<file path="src/rtl/mdh_pkg.sv">
// Package: shared defaults and field positions for the modem host port.
// Assumes: control byte 0 carries the modulation-mode and clock-request bits.
package mdh_pkg;
    localparam int unsigned DATA_W_DEF   = 8;
    localparam int unsigned ADDR_W_DEF   = 3;
    localparam int unsigned N_CTL_DEF    = 4;
    localparam int unsigned DET_W_DEF    = 8;
    localparam int unsigned SYNC_STAGES  = 2;
    // Bit positions inside control byte 0 that steer the clock output mux.
    localparam int unsigned MODE_BIT     = 0;
    localparam int unsigned CLKREQ_BIT   = 1;
endpackage

</file>
<file path="src/rtl/mdh_sync.sv">
// Module: multi-bit synchronizer chain of STAGES flops into the clk domain.
// Assumes: each bit is an independent slow strobe or a bus held stable
// across the strobe edge that samples it.
module mdh_sync #(
    parameter int unsigned   W       = 1,
    parameter int unsigned   STAGES  = 2,
    parameter logic [W-1:0]  RST_VAL = '0
) (
    input  logic         clk,
    input  logic         rst_n,
    input  logic [W-1:0] d,
    output logic [W-1:0] q
);
    logic [W-1:0] stage_q [STAGES];

    // Shift the raw inputs through the flop chain.
    always_ff @(posedge clk) begin
        if (!rst_n) begin
            for (int i = 0; i < int'(STAGES); i++) stage_q[i] <= RST_VAL;
        end else begin
            stage_q[0] <= d;
            for (int i = 1; i < int'(STAGES); i++) stage_q[i] <= stage_q[i-1];
        end
    end

    assign q = stage_q[STAGES-1];
endmodule

</file>
<file path="src/rtl/mdh_serial.sv">
// Module: serial-mode bit engine. Assembles a write word from one data line
// (LSB first) and steps a read bit index, one bit per strobe rising edge.
// Assumes: counters restart whenever serial mode is left.
module mdh_serial #(
    parameter int unsigned DATA_W = 8
) (
    input  logic              clk,
    input  logic              rst_n,
    input  logic              ser_en,
    input  logic              wr_rise,
    input  logic              rd_rise,
    input  logic              bit_in,
    input  logic [DATA_W-1:0] rdata,
    output logic              wr_done,
    output logic [DATA_W-1:0] wword,
    output logic              rbit,
    output logic              rd_done
);
    localparam int unsigned CNT_W = $clog2(DATA_W);
    localparam logic [CNT_W-1:0] LAST = CNT_W'(DATA_W - 1);

    logic [CNT_W-1:0]  wcnt_q, rcnt_q;
    logic [DATA_W-1:0] shreg_q;

    assign wword = {bit_in, shreg_q[DATA_W-1:1]};

    // Advance the write shifter and the two bit counters.
    always_ff @(posedge clk) begin
        if (!rst_n) begin
            wcnt_q  <= '0;
            rcnt_q  <= '0;
            shreg_q <= '0;
        end else if (!ser_en) begin
            wcnt_q <= '0;
            rcnt_q <= '0;
        end else begin
            if (wr_rise) begin
                shreg_q <= wword;
                wcnt_q  <= (wcnt_q == LAST) ? '0 : wcnt_q + 1'b1;
            end
            if (rd_rise) begin
                rcnt_q <= (rcnt_q == LAST) ? '0 : rcnt_q + 1'b1;
            end
        end
    end

    assign wr_done = ser_en & wr_rise & (wcnt_q == LAST);
    assign rd_done = ser_en & rd_rise & (rcnt_q == LAST);
    assign rbit    = rdata[rcnt_q];
endmodule

</file>
<file path="src/rtl/mdh_regs.sv">
// Module: control, tone and detect registers with the sticky interrupt.
// Assumes: one shared address for write and read; a detect pulse in the
// clearing cycle survives the clear.
module mdh_regs #(
    parameter int unsigned DATA_W = 8,
    parameter int unsigned ADDR_W = 3,
    parameter int unsigned N_CTL  = 4,
    parameter int unsigned DET_W  = 8
) (
    input  logic                    clk,
    input  logic                    rst_n,
    input  logic                    we,
    input  logic [ADDR_W-1:0]       addr,
    input  logic [DATA_W-1:0]       wdata,
    input  logic [DET_W-1:0]        det_pulse,
    input  logic                    det_clr,
    output logic [DATA_W-1:0]       rdata,
    output logic [N_CTL*DATA_W-1:0] ctrl_flat,
    output logic [DATA_W-1:0]       tone,
    output logic                    irq
);
    localparam logic [ADDR_W-1:0] TONE_A = ADDR_W'(N_CTL);
    localparam logic [ADDR_W-1:0] DET_A  = ADDR_W'(N_CTL + 1);

    logic [DATA_W-1:0] ctl_q [N_CTL];
    logic [DATA_W-1:0] tone_q;
    logic [DET_W-1:0]  det_q;
    logic              irq_q;

    for (genvar g = 0; g < int'(N_CTL); g++) begin : g_ctl
        // Hold one control byte; load it when addressed by a write.
        always_ff @(posedge clk) begin
            if (!rst_n)                          ctl_q[g] <= '0;
            else if (we && addr == ADDR_W'(g))   ctl_q[g] <= wdata;
        end
        assign ctrl_flat[g*DATA_W +: DATA_W] = ctl_q[g];
    end

    // Hold the tone byte.
    always_ff @(posedge clk) begin
        if (!rst_n)                    tone_q <= '0;
        else if (we && addr == TONE_A) tone_q <= wdata;
    end

    // Collect detect flags and keep the interrupt sticky; new sets beat clears.
    always_ff @(posedge clk) begin
        if (!rst_n) begin
            det_q <= '0;
            irq_q <= 1'b0;
        end else begin
            det_q <= (det_clr ? '0 : det_q) | det_pulse;
            if (|det_pulse)   irq_q <= 1'b1;
            else if (det_clr) irq_q <= 1'b0;
        end
    end

    // Read mux; unused addresses return zero.
    always_comb begin
        rdata = '0;
        for (int i = 0; i < int'(N_CTL); i++) begin
            if (addr == ADDR_W'(i)) rdata = ctl_q[i];
        end
        if (addr == TONE_A) rdata = tone_q;
        if (addr == DET_A)  rdata[DET_W-1:0] = det_q;
    end

    assign tone = tone_q;
    assign irq  = irq_q;
endmodule

</file>
<file path="src/rtl/mdh_hostport.sv">
// Module: top of the modem host register port. Synchronizes the bus pins,
// captures address and select on the address-strobe fall, and steers
// parallel or serial accesses into the register bank.
// Assumes: the bus is held stable across each strobe edge long enough for
// the synchronizers; serial mode is the level pair ale high, cs low.
module mdh_hostport #(
    parameter int unsigned DATA_W = mdh_pkg::DATA_W_DEF,
    parameter int unsigned ADDR_W = mdh_pkg::ADDR_W_DEF,
    parameter int unsigned N_CTL  = mdh_pkg::N_CTL_DEF,
    parameter int unsigned DET_W  = mdh_pkg::DET_W_DEF
) (
    input  logic                    clk,
    input  logic                    rst_n,
    input  logic                    ale_i,
    input  logic                    cs_n_i,
    input  logic                    rd_n_i,
    input  logic                    wr_n_i,
    input  logic [DATA_W-1:0]       ad_i,
    output logic [DATA_W-1:0]       ad_o,
    output logic                    ad_oe_o,
    input  logic [DET_W-1:0]        det_pulse_i,
    output logic                    irq_o,
    output logic [N_CTL*DATA_W-1:0] ctrl_o,
    output logic [DATA_W-1:0]       tone_o,
    output logic                    clk_sel_o
);
    localparam int unsigned        SW     = DATA_W + 4;
    localparam logic [SW-1:0]      S_IDLE = {1'b0, 3'b111, {DATA_W{1'b0}}};
    localparam logic [ADDR_W-1:0]  DET_A  = ADDR_W'(N_CTL + 1);

    logic [SW-1:0]     raw_bus, sync_bus;
    logic              s_ale, s_cs_n, s_rd_n, s_wr_n;
    logic [DATA_W-1:0] s_ad;
    logic              ale_prev, rd_prev, wr_prev;
    logic              ale_fall, rd_rise, wr_rise;
    logic              cs_lat;
    logic [ADDR_W-1:0] addr_lat;
    logic              ser_mode, par_sel;
    logic              ser_wr_done, ser_rd_done, ser_bit;
    logic [DATA_W-1:0] ser_word;
    logic              we;
    logic [ADDR_W-1:0] acc_addr;
    logic [DATA_W-1:0] wdata, rdata;
    logic              det_clr;

    assign raw_bus = {ale_i, cs_n_i, rd_n_i, wr_n_i, ad_i};

    mdh_sync #(.W(SW), .STAGES(mdh_pkg::SYNC_STAGES), .RST_VAL(S_IDLE)) u_sync (
        .clk(clk), .rst_n(rst_n), .d(raw_bus), .q(sync_bus)
    );

    assign {s_ale, s_cs_n, s_rd_n, s_wr_n, s_ad} = sync_bus;

    // Remember the previous synchronized strobe levels for edge detection.
    always_ff @(posedge clk) begin
        if (!rst_n) begin
            ale_prev <= 1'b0;
            rd_prev  <= 1'b1;
            wr_prev  <= 1'b1;
        end else begin
            ale_prev <= s_ale;
            rd_prev  <= s_rd_n;
            wr_prev  <= s_wr_n;
        end
    end

    assign ale_fall = ale_prev & ~s_ale;
    assign rd_rise  = ~rd_prev & s_rd_n;
    assign wr_rise  = ~wr_prev & s_wr_n;

    // Capture address and select together on the address-strobe fall.
    always_ff @(posedge clk) begin
        if (!rst_n) begin
            cs_lat   <= 1'b1;
            addr_lat <= '0;
        end else if (ale_fall) begin
            cs_lat   <= s_cs_n;
            addr_lat <= s_ad[ADDR_W-1:0];
        end
    end

    assign ser_mode = s_ale & ~s_cs_n;
    assign par_sel  = ~ser_mode & ~cs_lat;

    mdh_serial #(.DATA_W(DATA_W)) u_serial (
        .clk(clk), .rst_n(rst_n), .ser_en(ser_mode),
        .wr_rise(wr_rise), .rd_rise(rd_rise), .bit_in(s_ad[DATA_W-1]),
        .rdata(rdata), .wr_done(ser_wr_done), .wword(ser_word),
        .rbit(ser_bit), .rd_done(ser_rd_done)
    );

    assign acc_addr = ser_mode ? s_ad[ADDR_W-1:0] : addr_lat;
    assign wdata    = ser_mode ? ser_word : s_ad;
    assign we       = (par_sel & wr_rise) | ser_wr_done;
    assign det_clr  = (acc_addr == DET_A) & ((par_sel & rd_rise) | ser_rd_done);

    mdh_regs #(.DATA_W(DATA_W), .ADDR_W(ADDR_W), .N_CTL(N_CTL), .DET_W(DET_W)) u_regs (
        .clk(clk), .rst_n(rst_n), .we(we), .addr(acc_addr), .wdata(wdata),
        .det_pulse(det_pulse_i), .det_clr(det_clr), .rdata(rdata),
        .ctrl_flat(ctrl_o), .tone(tone_o), .irq(irq_o)
    );

    // Bus drive: serial reads drive the top bit only, parallel the whole byte.
    always_comb begin
        ad_oe_o = ser_mode ? ~s_rd_n : (par_sel & ~s_rd_n);
        ad_o    = '0;
        if (ad_oe_o) ad_o = ser_mode ? {ser_bit, {(DATA_W-1){1'b0}}} : rdata;
    end

    assign clk_sel_o = ctrl_o[mdh_pkg::MODE_BIT] & ctrl_o[mdh_pkg::CLKREQ_BIT];
endmodule

</file>
<file path="config.mk">
export PLATFORM = sky130hd
export DESIGN_NAME = mdh_hostport
export DESIGN_NICKNAME = d
export VERILOG_FILES = /design/src/rtl/mdh_pkg.sv /design/src/rtl/mdh_sync.sv /design/src/rtl/mdh_serial.sv /design/src/rtl/mdh_regs.sv /design/src/rtl/mdh_hostport.sv
export SDC_FILE = /design/constraint.sdc
export NUM_CORES = 1
export LEC_CHECK = 0
export ABC_AREA = 1
export BUFFER_PORTS_ARGS = -buffer_cell sky130_fd_sc_hd__buf_2
export CAP_MARGIN = 20
export CORE_ASPECT_RATIO = 1.1
export CORE_MARGIN = 8
export CORE_UTILIZATION = 50
export DETAILED_ROUTE_END_ITERATION = 10
export PLACE_DENSITY = 0.73
export SLEW_MARGIN = 0
export SYNTH_ARGS = -nofsm -noshare
export SYNTH_HDL_FRONTEND = slang
export SYNTH_HIERARCHICAL = 1
export SYNTH_SLANG_ARGS = --single-unit
</file>
<file path="constraint.sdc">
create_clock -name clk -period 2.7 [get_ports clk]
set_clock_uncertainty 0.15 [all_clocks]
set_input_delay 0.54 -clock clk [delete_from_list [all_inputs] [get_ports clk]]
set_output_delay 0.54 -clock clk [all_outputs]
set_load 0.005 [all_outputs]
</file>
======== Word level (Yosys, flattened, before mapping) ========
Memory sizes are Yosys's and may differ from the RTL's.
Index checks and enable logic that the tools add are counted.
word-level totals
  bits in registers ....................... 38
  bits in latches ......................... 0
  RAM bits ................................ 56
  bits in read-only memories .............. 0
  input bits .............................. 22
  output and inout bits ................... 51
  logic and storage cells ................. 101
  memories kept ........................... 2
memories
  name            words  width  rd ports  clocked after Yosys merged registers in  wr ports  RTL line        RTL
  u_regs.ctl_q    4      8      4         0                                        4         mdh_regs.sv:25  logic [DATA_W-1:0] ctl_q [N_CTL];
  u_sync.stage_q  2      12     2         0                                        2         mdh_sync.sv:14  logic [W-1:0] stage_q [STAGES];
operators by class
  add/sub/neg operators ................... 2
  multiply operators ...................... 0
  div/mod/pow operators ................... 0
  order comparisons ....................... 1
  equal/unequal tests ..................... 7
  shifts and indexed selects .............. 0
  mux-type cells .......................... 38
  bitwise logic cells ..................... 30
  reductions and logical operators ........ 10
operator list
  operator                                            count
  two-way mux 8 bit                                   13
  two-way mux 12 bit                                  2
  two-way mux 1 bit                                   18
  AND 1 bit                                           14
  == test 3 bit, second input constant                4
  two-way mux 3 bit                                   3
  OR 1 bit                                            8
  OR 8 bit                                            1
  OR reduction 8 bit                                  1
  two-way mux 7 bit                                   1
  inverter 1 bit                                      7
  adder 3 x 1 -> 3 bit, second input constant         2
  == test 3 x 2 -> 1 bit, second input constant       2
  logical AND 1 bit                                   5
  < comparator 3 x 4 -> 1 bit, second input constant  1
  AND reduction 2 bit                                 2
  binary-select mux 1 bit (select 3 bit)              1
  == test 3 x 1 -> 1 bit, second input constant       1
  zero test 3 bit                                     1
  nonzero test 2 bit                                  1

======== Depth between registers and ports, before layout ========
  word-level depth ........................ 14
  gate-level depth with buffers ........... 21
  mapped depth without buffers ............ 19

======== Modules after synthesis ========
Netlist, hierarchy kept.
modules (own cells, without submodules)
  module        instances  cells an instance  area each (sq um)  sequential area each (sq um)
  mdh_regs      1          256                2,234.6            1,301.2
  mdh_sync      1          86                 773.2              480.5
  mdh_serial    1          95                 639.4              260.2
  mdh_hostport  1          98                 529.3              140.1

======== Least setup slack after synthesis ========
Ideal clock, no wire load.
  path type ............................... reg-to-output
  start point ............................. memory u_sync/stage_q[0][22] (netlist name)
  end point ............................... output ad_o[7]
  data arrival time ....................... 2,174 ps
  required time ........................... 2,010 ps
  setup slack ............................. -164 ps
  cell stages (with the launch flop) ...... 20
  path buffers ............................ 2
  cells stage by stage .................... dfxtp_1 -> buf_4 -> inv_1 -> nand2_2 -> buf_6 -> nand2_2 -> nand2_2 -> inv_1 -> inv_4 -> nor3_4 -> nand2_1 -> nand4_1 -> inv_1 -> nand2_1 -> nand3_1 -> nand2_1 -> nand2_1 -> nand2_1 -> nand2_1 -> a21oi_1
RTL lines
  element      RTL line            RTL
  from (decl)  mdh_sync.sv:14
  to (decl)    mdh_hostport.sv:19  output logic [DATA_W-1:0] ad_o,

==> results.md <==
Cells and area
* antenna diode count: 0
* # nets final: 668
* finished layout cell area: 0.005253 mm²
* fin util: 0.6380
* layout overhead on the synthesized area: 25.76%
* share of cells above drive strength 1: 0.2828

Drt
* first drt pass iteration count: 5
* routed wire length per instance: 14.47 µm
* Final ANT Viol Nets: 0
* post-route DRC violation count: 0
* vias after detailed routing: 3,766
* via count normalized by instance count: 4.968
* initial drt markers: 256
* routed wire length: 10.97 mm

Worst setup path
* Critical Path Fanout Max: 5
* Crit Path Category: reg2out
* kind of start point of the critical path: flop
* kind of end point of the critical path: primary output
* data required time at the worst endpoint: 2010 ps
* arrival time reported for the critical path endpoint: 2600 ps

Timing
* Final Max Slew Viols: 0
* Final Cycle Share: 1.220
* Worst-Margin Slew: 470.6 ps
* Period minus WS final: 3293 ps
* final setup vio count: 8
* Max-slew headroom: 0.6843
* tightest hold margin: 186.8 ps
* maximum frequency from static timing analysis: 303.7 MHz
* worst setup slack after layout: -592.7 ps
* Fin. Hold Viols: 0
* unrepaired setup endpoints after global routing: true

Yosys
* number of synthesis warnings: 6
* Async SR Flop Fraction: 0
* flops & latches, synth: 93
* synthesized area per cell: 7.807 µm²
* Post-synth EDFFs: 32
* post-synthesis sequential area ratio: 0.5225
* primary flip-flop cell chosen by synthesis mapping: dfxtp_1
* combinational family with the most area after synthesis: simple AND/OR/NAND/NOR gates
* xor and xnor area share after synthesis: 0
* Synth Area in Compound Gates: 0.05063
* cell count after synthesis: 535
* distinct cell type count after synthesis: 28
* proportion of synthesized area in mux cells: 0
* adder and majority gate portion of the synthesized area: 0.01198
* post-synthesis simple-gate area fraction: 0.2927
* post-synthesis instance area: 0.004177 mm²
* Post-Syn Nets: 561

Power
* Leakage Power: 2.529 nW
* Max rail drop VDD: 0.0004475 V
* Tot Pwr: 0.002637 W
* Pwr Density: 502.0 mW/mm²

Placement
* total of buffers placed on input and output ports: 72
* half-perimeter wire length after detailed placement: 7.476 mm
* area of placed instances: 0.004741 mm²
* global placement routability congestion: 0.8936
* worst setup slack before clock tree synthesis: -157.0 ps

Floorplan
* chip height: 111.9 µm
* DIE AREA: 0.01154 mm²
* area of the core region: 0.008233 mm²
* initial cell density of the core: 0.5073
* width of the die: 103.1 µm
* ports placed on the boundary: 73
* num rows: 35

Clocking
* H-tree levels: 3
* clock edge transition at the registers on the reported setup and hold paths: 90 ps
* CTS Buf Count: 9
* CTS tree: done
* insertion delay to the later sink of the worst-skew pair: 360 ps
* clock root buffer: clkbuf_8
* Max Root-Sink Buffers: 2
* clock tree sinks: 93

Status
* violated checks: setup timing
* result of the run: finished with violations

Global route
* GRT Util Overall: 0.1904
* remaining global-route overflow: 0
* antenna violations before repair: 0
* first-pass GRT wire length: 17.11 mm
* via count of the first global-routing pass: 3,552
* largest net degree at the start of global routing: 40

Min path
* path class of the lowest-slack min-delay path: in2reg

Flow run
* number of max-capacitance violations reported: 0

layer usage:
layer	wire, µm	GRT usage	up-vias
li1	-	-	1884
met1	4339	0.2258	1661
met2	5161	0.3089	181
met3	977	0.04307	40
met4	493	0.1014	0
met5	0	0	-
repair_timing:
item                       in CTS  in global routing
setup endpoints to repair       8                  8
pin swaps                      16                 12
hold buffers                    0                  0
resized for setup              28                 13
gates cloned                    2                  1
setup buffers                  12                 10
registers in the layout, summed over array words and instances (netlist names):
register	cells
u_sync/stage_q	24
u_regs/det_q	8
u_serial/rcnt_q	3
u_regs/tone	8
u_serial/wcnt_q	3
ale_prev	1
wr_prev	1
rd_prev	1
u_regs/irq	1
addr_lat	3
u_regs/ctl_q	32
u_serial/shreg_q	7
cs_lat	1
final cells by class:
type / count / area (µm²)
well taps: 111 / 138.9
fillers: 711 / 2980
repair buffers: 120 / 838.3
clock inverters: 7 / 55.05
multi-input cells: 331 / 1570
inverters: 87 / 337.8
flip-flops and latches: 93 / 2188
clock buffers: 9 / 123.9
power breakdown:
group	leakage, nW	internal [W]	switching [W]	total [W]
clock	0.0885	0.000347	0.000524	0.000870
combinational	1.61	0.000109	0.000142	0.000251
sequential	0.831	0.00149	0.0000262	0.00152
total	2.53	0.00194	0.000692	0.00264
cells in the mapped netlist, drive strengths merged, types with 3 or more instances:
cell / count / area [µm²]
a21oi: 24 / 120.1
buf: 24 / 176.4
clkinv: 3 / 12.51
dfxtp: 61 / 1221
edfxtp: 32 / 960.9
ha: 4 / 50.05
inv: 84 / 317.8
nand2: 146 / 563.0
nand3: 28 / 152.7
nand4: 20 / 125.1
nor2: 85 / 324.1
nor3: 6 / 57.55
o21ai: 15 / 75.07
critical path: stages, from the launching register on:
cell	delay, ps
dfxtp_2	330
inv_4	80
nand2_4	60
nand2_2	60
nand2_2	70
inv_4	80
inv_4	40
buf_6	110
nor3_4	200
buf_6	160
buf_16	110
nand2_1	40
nand4_1	120
inv_1	80
nand2_1	90
nand3_1	80
nand2_1	90
nand2_1	60
nand2_1	70
nand2_1	60
a21oi_2	110
buf_2	120
stage by stage:
stage               setup TNS (ps)  std cells
floorplan                   -67.81        535
global placement            -35.51        719
detailed placement          -157.0        719
CTS                          -1430        747
global route                 -3508        758
finish                       -2348        758
path summary, 6_finish.rpt:
kind                               startpoint                          endpoint  slack (ps)  cells past startpoint
max          u_sync/stage_q[0][22]$_SDFF_PN1_                           ad_o[7]        -590                     21
min                                    wr_n_i   u_sync/stage_q[0][8]$_SDFF_PN1_         190                      3
max reg2reg  u_sync/stage_q[0][22]$_SDFF_PN1_  u_regs/ctl_q[2][6]$_SDFFCE_PN0P_         240                     11
min reg2reg  u_sync/stage_q[0][11]$_SDFF_PN0_  u_sync/stage_q[0][23]$_SDFF_PN0_         260                      2
cells by family (layout without fill, tap and decap cells):
kind of cell | Yosys count | in the layout
and+or+nand+nor | 285 | 286
buffers and inverters | 112 | 223
AOI/OAI and AO/OA | 41 | 41
DFF | 93 | 93
adders and majority gates | 4 | 4
cell usage in the layout (no fill, tap or decap), drive strengths merged, types with 2 or more instances in the layout:
cell type,count
nand2,146
buf,120
inv,88
nor2,86
dfxtp,61
edfxtp,32
nand3,28
a21oi,24
nand4,20
o21ai,15
clkbuf,9
nor3,6
ha,4
clkinv,4
clkinvlp,2
Note: power is estimated with default switching activity, not from simulation.
